`config.mk`:
```
export PLATFORM = sky130hd
export DESIGN_NAME = v5_gen
export DESIGN_NICKNAME = d
export VERILOG_FILES = /design/src/rtl/v5_gen_pkg.sv /design/src/rtl/v5_flag_sel.sv /design/src/rtl/v5_bip_acc.sv /design/src/rtl/v5_gen.sv
export SDC_FILE = /design/constraint.sdc
export NUM_CORES = 1
export LEC_CHECK = 0
export BUFFER_PORTS_ARGS = -buffer_cell sky130_fd_sc_hd__buf_2
export CAP_MARGIN = 20
export CORE_MARGIN = 5
export CORE_UTILIZATION = 49
export DETAILED_ROUTE_END_ITERATION = 7
export PLACE_DENSITY = 0.83
export SETUP_SLACK_MARGIN = 0.4
export SLEW_MARGIN = 0
export SYNTH_ARGS = -nofsm -noshare
export SYNTH_HDL_FRONTEND = slang
export SYNTH_SLANG_ARGS = --single-unit
```
`constraint.sdc`:
```
create_clock -name clk -period 2.6 [get_ports clk]
set_clock_uncertainty 0.15 [all_clocks]
set_input_delay 0 -clock clk [delete_from_list [all_inputs] [get_ports clk]]
set_output_delay 0 -clock clk [all_outputs]
set_load 0.02 [all_outputs]
```
`src/rtl/v5_gen_pkg.sv`:
```
package v5_gen_pkg;

  // V5 field layout, most significant bit first
  typedef struct packed {
    logic [1:0] bip;
    logic       rei;
    logic       rfi;
    logic [2:0] sig_label;
    logic       rdi;
  } v5_t;

  localparam int NFLAG    = 2;
  localparam int FLAG_RDI = 0;
  localparam int FLAG_REI = 1;

  // parity contribution of one byte: {odd-numbered bits, even-numbered bits}
  function automatic logic [1:0] bip_fold(input logic [7:0] b);
    return {b[7] ^ b[5] ^ b[3] ^ b[1], b[6] ^ b[4] ^ b[2] ^ b[0]};
  endfunction

  function automatic logic [7:0] v5_pack(input logic [1:0] bip, input logic rei,
                                         input logic rfi, input logic [2:0] lbl,
                                         input logic rdi);
    v5_t v;
    v.bip       = bip;
    v.rei       = rei;
    v.rfi       = rfi;
    v.sig_label = lbl;
    v.rdi       = rdi;
    return v;
  endfunction

endpackage

```
`src/rtl/v5_flag_sel.sv`:
```
module v5_flag_sel (
  input  logic force_i,
  input  logic auto_en,
  input  logic hw_val,
  input  logic sw_val,
  output logic flag
);
  // force wins, then hardware status, then processor value
  always_comb begin
    if (force_i)      flag = 1'b1;
    else if (auto_en) flag = hw_val;
    else              flag = sw_val;
  end
endmodule

```
`src/rtl/v5_bip_acc.sv`:
```
module v5_bip_acc
  import v5_gen_pkg::*;
(
  input  logic       clk,
  input  logic       rst_n,
  input  logic       step,
  input  logic       restart,
  input  logic [7:0] byte_sent,
  output logic [1:0] acc_q
);
  logic [1:0] contrib;
  assign contrib = bip_fold(byte_sent);

  always_ff @(posedge clk) begin
    if (!rst_n)       acc_q <= 2'b00;
    else if (restart) acc_q <= contrib;          // new multiframe starts with its V5
    else if (step)    acc_q <= acc_q ^ contrib;
  end

  // outside valid cycles the running parity holds
  a_r4_acc_hold: assert property (@(posedge clk) disable iff (!rst_n)
    !step |=> $stable(acc_q));
endmodule

```
`src/rtl/v5_gen.sv`:
```
module v5_gen
  import v5_gen_pkg::*;
#(
  parameter int ERR_W = 4
) (
  input  logic             clk,
  input  logic             rst_n,
  input  logic             in_valid,
  input  logic [7:0]       in_byte,
  input  logic             in_mf_start,
  input  logic             rx_defect,
  input  logic [ERR_W-1:0] rx_bip_errs,
  input  logic             rdi_auto_en,
  input  logic             rdi_force,
  input  logic             rdi_sw,
  input  logic             rei_auto_en,
  input  logic             rei_force,
  input  logic             rei_sw,
  input  logic             bip_inv,
  input  logic             rfi_in,
  input  logic [2:0]       label_in,
  input  logic [2:0]       erdi_sw,
  output logic             out_valid,
  output logic [7:0]       out_byte,
  output logic             out_mf_start,
  output logic [7:0]       v5_last,
  output logic [2:0]       k4_erdi
);
  localparam logic [2:0] ERDI_FORCED = 3'b111;

  logic             boundary;
  logic [NFLAG-1:0] flag_force, flag_auto, flag_hw, flag_sw, flag_out;
  logic [1:0]       acc_q;
  logic [1:0]       bip_now;
  logic [7:0]       v5_new;
  logic [7:0]       sent_byte;
  logic [2:0]       erdi_new;

  assign boundary = in_valid & in_mf_start;

  assign flag_force[FLAG_RDI] = rdi_force;
  assign flag_auto [FLAG_RDI] = rdi_auto_en;
  assign flag_hw   [FLAG_RDI] = rx_defect;
  assign flag_sw   [FLAG_RDI] = rdi_sw;
  assign flag_force[FLAG_REI] = rei_force;
  assign flag_auto [FLAG_REI] = rei_auto_en;
  assign flag_hw   [FLAG_REI] = |rx_bip_errs;
  assign flag_sw   [FLAG_REI] = rei_sw;

  for (genvar g = 0; g < NFLAG; g++) begin : g_flag
    v5_flag_sel u_sel (
      .force_i (flag_force[g]),
      .auto_en (flag_auto[g]),
      .hw_val  (flag_hw[g]),
      .sw_val  (flag_sw[g]),
      .flag    (flag_out[g])
    );
  end

  assign bip_now   = acc_q ^ {2{bip_inv}};
  assign v5_new    = v5_pack(bip_now, flag_out[FLAG_REI], rfi_in, label_in,
                             flag_out[FLAG_RDI]);
  assign sent_byte = in_mf_start ? v5_new : in_byte;
  assign erdi_new  = rdi_force ? ERDI_FORCED : erdi_sw;

  v5_bip_acc u_acc (
    .clk       (clk),
    .rst_n     (rst_n),
    .step      (in_valid),
    .restart   (boundary),
    .byte_sent (sent_byte),
    .acc_q     (acc_q)
  );

  always_ff @(posedge clk) begin
    if (!rst_n) begin
      out_valid    <= 1'b0;
      out_byte     <= 8'h00;
      out_mf_start <= 1'b0;
      v5_last      <= 8'h00;
      k4_erdi      <= 3'b000;
    end else begin
      out_valid    <= in_valid;
      out_mf_start <= boundary;
      if (in_valid) out_byte <= sent_byte;
      if (boundary) begin
        v5_last <= v5_new;
        k4_erdi <= erdi_new;
      end
    end
  end

  // payload bytes pass unchanged after one cycle
  a_r2_pass: assert property (@(posedge clk) disable iff (!rst_n)
    (in_valid && !in_mf_start) |=> (out_valid && !out_mf_start && out_byte == $past(in_byte)));
  a_r2_idle: assert property (@(posedge clk) disable iff (!rst_n)
    !in_valid |=> !out_valid);
  // the V5 slot on the stream matches the recorded V5
  a_r3_slot: assert property (@(posedge clk) disable iff (!rst_n)
    boundary |=> (out_mf_start && out_byte == v5_last));
  // automatic RDI follows the defect status
  a_r5_rdi_auto: assert property (@(posedge clk) disable iff (!rst_n)
    (boundary && !rdi_force && rdi_auto_en) |=> v5_last[0] == $past(rx_defect));
  // forced RDI with all-ones extended bits
  a_r7_rdi_force: assert property (@(posedge clk) disable iff (!rst_n)
    (boundary && rdi_force) |=> (v5_last[0] && k4_erdi == 3'b111));
  // forced REI
  a_r11_rei_force: assert property (@(posedge clk) disable iff (!rst_n)
    (boundary && rei_force) |=> v5_last[5]);
  // parity bits relative to the accumulator and the inversion control
  a_r12_invert: assert property (@(posedge clk) disable iff (!rst_n)
    boundary |=> v5_last[7:6] == ($past(acc_q) ^ {2{$past(bip_inv)}}));
  // overhead outputs change only at a marker
  a_r13_hold: assert property (@(posedge clk) disable iff (!rst_n)
    !boundary |=> ($stable(v5_last) && $stable(k4_erdi)));
endmodule

```
==> flow_summary.toml, run 1 <==
[logic_synthesis]
synth.net_count = 154
synth.area.top_cells = "dfxtp_1, mux2i_1, xnor2_1"
syn_inst = 123
synth_edf_count = 0
yosysSeqAreaShare_pct = 40.8
synth_area_um2 = 1130
yosys_warnings = 0
synth-seq-cells = 23
synth_common_cells = "dfxtp_1, nand2_1, mux2i_1, xnor2_1, nor2_1"
avgSynthCellArea_um2 = 9.18
synth_area_leader_cell = "dfxtp_1"
synth_most_common_cell = "dfxtp_1"
synthArstFlopShare_pct = 0
ys_types = 28
yosysTopAreaCellShare_pct = 40.8
ys.flop_type = "dfxtp_1"

[timing]
setup_violations = 0
slew_viol_final = 0
tightest_slew_ns = 0.668
fin_setup_tns_ns = 0
worst_slack_ns = 0.494
max_slew_margin_pct = 55.4
fin_crit_ns = 2.11
fin_crit_sh_pct = 81.0
max_freq_mhz = 475
hold_viol_final = 0
rsz0062_at_grt = "false"

[min_path]
min_path_cells = 2
min_from = "in_valid"
hp-class = "in -> reg"
min_to = "out_valid$_SDFF_PN0_"

[floorplan]
die_w_um = 58.0
row_count = 17
fp.dieH_um = 58.0
die-area_um2 = 3360
io-pin-count = 52
core_region_area_um2 = 2210
initial_utilization_pct = 51.0

[route]
drcViolationCount = 0
routed_wl_um = 3650
top_layer = "met4"
route.met2.wl_um = 1880
vias = 1208
wl_met3_um = 221
wl_per_cell_um = 15.4
final_antenna_net_count = 0
met1Wirelength_um = 1430
viasPerCell = 5.12
drt_iter0_markers = 17
firstDrtPassIters = 6

[worst_setup_path]
startpoint_type = "input pin"
worst_ep_arrival_time_ns = 2.17
rr_worst_depth = 4
required_ns = 2.66
crit_type = "in -> reg"
rr_startpoint = "u_acc.acc_q[0]$_SDFFE_PN0P_"
worstReg2RegEnd = "v5_last[6]$_SDFFE_PN0P_"
reg2reg_slack_ns = 0.93
worst_setup_path_end_kind = "flop"
cp_max_fo = 3

[pwr]
ir_drop_mv = 0.402
powerDensity_nw_per_um2 = 461
leakage_nw = 0.893
total_power_w = 0.000820

[clock_network]
clkLatencyLatePin_ns = 0.31
htree_levels = 1
cts_tree = "built"
clk_pin_slew_ns = 0.13
numCtsBuffers = 3
ctsLongestPathBuffers = 2
cts_sinks = 23
cts-root-buf = "clkbuf_4"

[grt]
antenna_found_initial = 0
grt_pass1_vias = 1299
grt_pass1_wl_um = 5940
grtUsageTotal_pct = 22.8
grt_remaining_overflow = 0
grt_max_degree = 24

[finish]
antenna_cells = 0
nets = 240
final_core_utilization_pct = 80.3
fillers = 152
drive_above_1_share_pct = 26.9
synthToLayoutAreaGrowth_pct = 57.4

[placed_design]
gp_congestion = 0.747
hpwl_um = 2100
io_buffer_count = 51
pre_cts_ws_ns = 1.06

[run]
maxCapViolations = 0

[status]
status = "completed"
## where the power goes
part / internal, W / total (W) / switching, W
logic: 0.000129 / 0.000255 / 0.000126
clock network: 0.0000598 / 0.000169 / 0.000109
registers: 0.000380 / 0.000396 / 0.0000162
total: 0.000568 / 0.000820 / 0.000251
## logic make-up after synthesis
logic type / after synthesis / synth area share (%)
buf+inv: 9 / 4.10
simple gates: 44 / 19.0
compound gates: 23 / 16.4
mux: 10 / 8.87
xor+xnor: 14 / 10.9
flops: 23 / 40.8
## repair_timing
| action | in CTS | in global routing |
|---|---|---|
| setup buffers | 0 | 0 |
| hold buffers | 36 | 1 |
| hold endpoints to repair | 21 | 1 |
| gates resized for setup | 0 | 0 |
## sequential cells by signal, indices dropped and copies added, names as in the netlist
signal        cells
out_byte          8
v5_last           8
k4_erdi           3
out_mf_start      1
out_valid         1
u_acc.acc_q       2
## through the flow
| step | area, um2 | hold WS (ns) | std cells |
|---|---|---|---|
| final | 1780 | 0.0115 | 236 |
| after floorplan | 1130 | -0.00793 | 123 |
| after global routing | 1780 | 0.0203 | 236 |
| after global placement | 1380 | 0.106 | 195 |
| after CTS | 1770 | 0.00320 | 235 |
| after detailed placement | 1380 | 0.118 | 195 |
## per-layer routing
| layer | up-vias | track usage, % |
|---|---|---|
| li1 | 586 | - |
| met1 | 568 | 25.1 |
| met2 | 42 | 42.6 |
| met3 | 12 | 4.45 |
| met4 | 0 | 8.61 |
| met5 | - | 0 |
## worst max-delay path, stage by stage
cell and delay, ns:
dlygate4sd3_1 0.56, buf_2 0.15, mux2i_1 0.15, nand2_1 0.07, dlygate4sd3_1 0.57, o211a_1 0.11
dlygate4sd3_1 0.56
## layout by cell type, fill, tap and decap left out, drive strengths merged
master / synthesis / routed
a31o: 1 / 1
and3: 2 / 2
nor3: 4 / 4
a21oi: 4 / 4
nor2: 8 / 8
nand2b: 1 / 1
nor4: 1 / 1
o22ai: 1 / 1
inv: 2 / 2
nand2: 16 / 16
nor3b: 3 / 3
dlygate4sd3: 0 / 37
xor2: 4 / 4
dfxtp: 23 / 23
or2b: 1 / 1
a211oi: 1 / 1
nor2b: 4 / 4
o21ai: 5 / 5
o211a: 7 / 7
and2: 3 / 3
nand3: 1 / 1
clkbuf: 3 / 4
a21boi: 4 / 4
xnor2: 10 / 10
mux2i: 10 / 10
buf: 4 / 51
## worst max-delay path by stage
stage	from	end	slack, ns	cells after the start
floorplan	u_acc.acc_q[1]$_SDFFE_PN0P_	u_acc.acc_q[1]$_SDFFE_PN0P_	1.27	5
global placement	in_mf_start	v5_last[7]$_SDFFE_PN0P_	1.09	4
detailed placement	in_mf_start	k4_erdi[1]$_SDFFE_PN0P_	1.06	4
CTS	label_in[0]	out_byte[1]$_SDFFE_PN0P_	0.56	7
global route	label_in[1]	out_byte[2]$_SDFFE_PN0P_	0.46	7
finish	label_in[1]	out_byte[2]$_SDFFE_PN0P_	0.49	7
## area by class of cell
type | count | area, um2 | area share (%)
clock buffer | 4 | 26.3 | 1.48
inverter | 2 | 7.51 | 0.423
timing repair buffer | 88 | 626 | 35.2
tap | 28 | 35.0 | 1.97
multi-input combinational | 91 | 622 | 35.0
sequential | 23 | 460 | 25.9
Power figures use the tool's default switching activity.
==> run 2, diff against run 1 <==
--- a/config.mk
+++ b/config.mk
@@ -8,9 +8,9 @@
 export BUFFER_PORTS_ARGS = -buffer_cell sky130_fd_sc_hd__buf_2
 export CAP_MARGIN = 20
 export CORE_MARGIN = 5
-export CORE_UTILIZATION = 49
+export CORE_UTILIZATION = 45
 export DETAILED_ROUTE_END_ITERATION = 7
-export PLACE_DENSITY = 0.83
+export PLACE_DENSITY = 0.77
 export SETUP_SLACK_MARGIN = 0.4
 export SLEW_MARGIN = 0
 export SYNTH_ARGS = -nofsm -noshare
==> constraint.sdc (replaced) <==
create_clock -name clk -period 2 [get_ports clk]
set_clock_uncertainty 0.15 [all_clocks]
set_input_delay 0 -clock clk [delete_from_list [all_inputs] [get_ports clk]]
set_output_delay 0 -clock clk [all_outputs]
set_load 0.02 [all_outputs]
==> run 2 against run 1 <==
Net effect:
- cell area shrank 5.6%
- total power grew 26%
- die area grew 7.3%
- non-clock buffer count shrank 11
- sequential power grew 30%
- worst hold slack gained 0.011 ns
- clock power grew 28%
- via count shrank 5.9%
- final cell count shrank 3.8%
- combinational power grew 20%
==> flow_summary.toml, run 2 (synthesized netlist as in run 1, its figures left out) <==
[status]
status = "completed"

[worst_setup_path]
cp_max_fo = 3
crit_type = "in -> reg"
worst_setup_path_end_kind = "flop"
required_ns = 2.07
worst_ep_arrival_time_ns = 1.64
startpoint_type = "input pin"

[pwr]
leakage_nw = 0.834
power_frac_clock_pct = 20.9
ir_drop_mv = 0.472
powerDensity_nw_per_um2 = 617
intPower_w = 0.000721
p_comb_share_pct = 29.4
pwr-share-seq_pct = 49.6
switchingPower_w = 0.000315
p_sw_share_pct = 30.4

[floorplan]
row_count = 18
initial_utilization_pct = 46.4
fp.dieH_um = 60.1
die-area_um2 = 3610
io-pin-count = 52
die_w_um = 60.1
core_region_area_um2 = 2430

[route]
final_antenna_net_count = 0
drt_iter0_markers = 25
vias = 1137
viasPerCell = 5.01
firstDrtPassIters = 4
drcViolationCount = 0
wl_per_cell_um = 13.3
routed_wl_um = 3010

[finish]
nets = 229
synthToLayoutAreaGrowth_pct = 48.7
layout_commonest_cell = "buf_2"
final_cell_mix = "buf_2, dlygate4sd3_1, dfxtp_1"
antenna_cells = 0
fillers = 204
reg_top3 = "out_byte: 8 flops, v5_last: 8 flops, k4_erdi: 3 flops"
drive_above_1_share_pct = 29.4

[grt]
grtUsageTotal_pct = 17.5
antenna_found_initial = 0
grt_pass1_vias = 1158
grt_max_degree = 24
grt_pass1_wl_um = 4800
grt_remaining_overflow = 0

[timing]
worst_slack_ns = 0.435
fin_crit_ns = 1.57
max_freq_mhz = 639
slew_viol_final = 0
tightest_slew_ns = 0.652
fin_setup_tns_ns = 0
max_slew_margin_pct = 56.5
rsz0062_at_grt = "false"
fin_crit_sh_pct = 78.3
hold_viol_final = 0
setup_violations = 0

[clock_network]
cts_setup_buffers = 0
clkLatencyLatePin_ns = 0.31
htree_levels = 1
cts_sinks = 23
ctsLongestPathBuffers = 2
clk_pin_slew_ns = 0.13
cts-root-buf = "clkbuf_4"
numCtsBuffers = 3
cts_tree = "built"

[placed_design]
pre_cts_ws_ns = 0.498
io_buffer_count = 51
hpwl_um = 2070
gp_congestion = 0.780

[min_path]
hp-class = "in -> reg"

[run]
maxCapViolations = 0
-- run 2: per-layer routing --
| metal | global-route usage [%] | share of wire (%) | vias up | routed length, um |
|---|---|---|---|---|
| met5 | 0 | 0 | - | 0 |
| met4 | 6.01 | 1.4 | 0 | 42 |
| met3 | 3.24 | 7.3 | 5 | 219 |
| met2 | 32.1 | 49 | 52 | 1480 |
| met1 | 19.9 | 42 | 509 | 1270 |
| li1 | - | - | 571 | - |
-- run 2: worst max-delay path, cell delays in order --
cell           delay [ns]
dlygate4sd3_1        0.53
buf_2                0.14
mux2i_1              0.18
nand2_1              0.07
dlygate4sd3_1        0.58
o211a_1              0.12
-- run 2: layout make-up --
| cell class | count | area (um2) | area share [%] |
|---|---|---|---|
| Clock buffer | 3 | 22.5 | 1.34 |
| Clock inverter | 1 | 5.00 | 0.298 |
| Inverter | 2 | 7.51 | 0.447 |
| Multi-Input combinational cell | 91 | 629 | 37.5 |
| Sequential cell | 23 | 460 | 27.4 |
| Tap cell | 30 | 37.5 | 2.24 |
| Timing Repair Buffer | 77 | 515 | 30.7 |
-- run 2: per-stage QoR --
step                      instances  area (um2)  total power, W  hold slack, ns  utilization, %
final                           227        1680         0.00104          0.0229            69.0
after global routing            227        1680         0.00110          0.0158            69.0
after CTS                       227        1670         0.00104          0.0182            68.7
after detailed placement        197        1380        0.000785           0.111            56.8
after global placement          197        1380        0.000778           0.109            56.8
after floorplan                 123        1130        0.000700        -0.00793               -
-- run 2: path summary, 6_finish.rpt --
| check | start | end | slack (ns) | cells after the start |
|---|---|---|---|---|
| setup reg to reg | u_acc.acc_q[1]$_SDFFE_PN0P_ | u_acc.acc_q[1]$_SDFFE_PN0P_ | 0.56 | 5 |
| hold reg to reg | v5_last[3]$_SDFFE_PN0P_ | v5_last[3]$_SDFFE_PN0P_ | 0.33 | 2 |
| hold / removal | rei_auto_en | v5_last[5]$_SDFFE_PN0P_ | 0.02 | 4 |
| setup / recovery | label_in[2] | out_byte[3]$_SDFFE_PN0P_ | 0.43 | 6 |
-- run 2: power groups by stage --
stage                     sequential, W  combinational [W]  clock (W)
after global routing           0.000519           0.000332   0.000250
after global placement         0.000522           0.000256          0
after detailed placement       0.000523           0.000262          0
after floorplan                0.000557           0.000143          0
after CTS                      0.000513           0.000301   0.000227
final                          0.000514           0.000305   0.000217
-- run 2: timing repair --
action / 4_1_cts / 5_1_grt
endpoints found under the setup margin: 0 / 1
hold buffers: 26 / 0
resized for setup: 0 / 1
hold endpoints to repair: 22 / 0
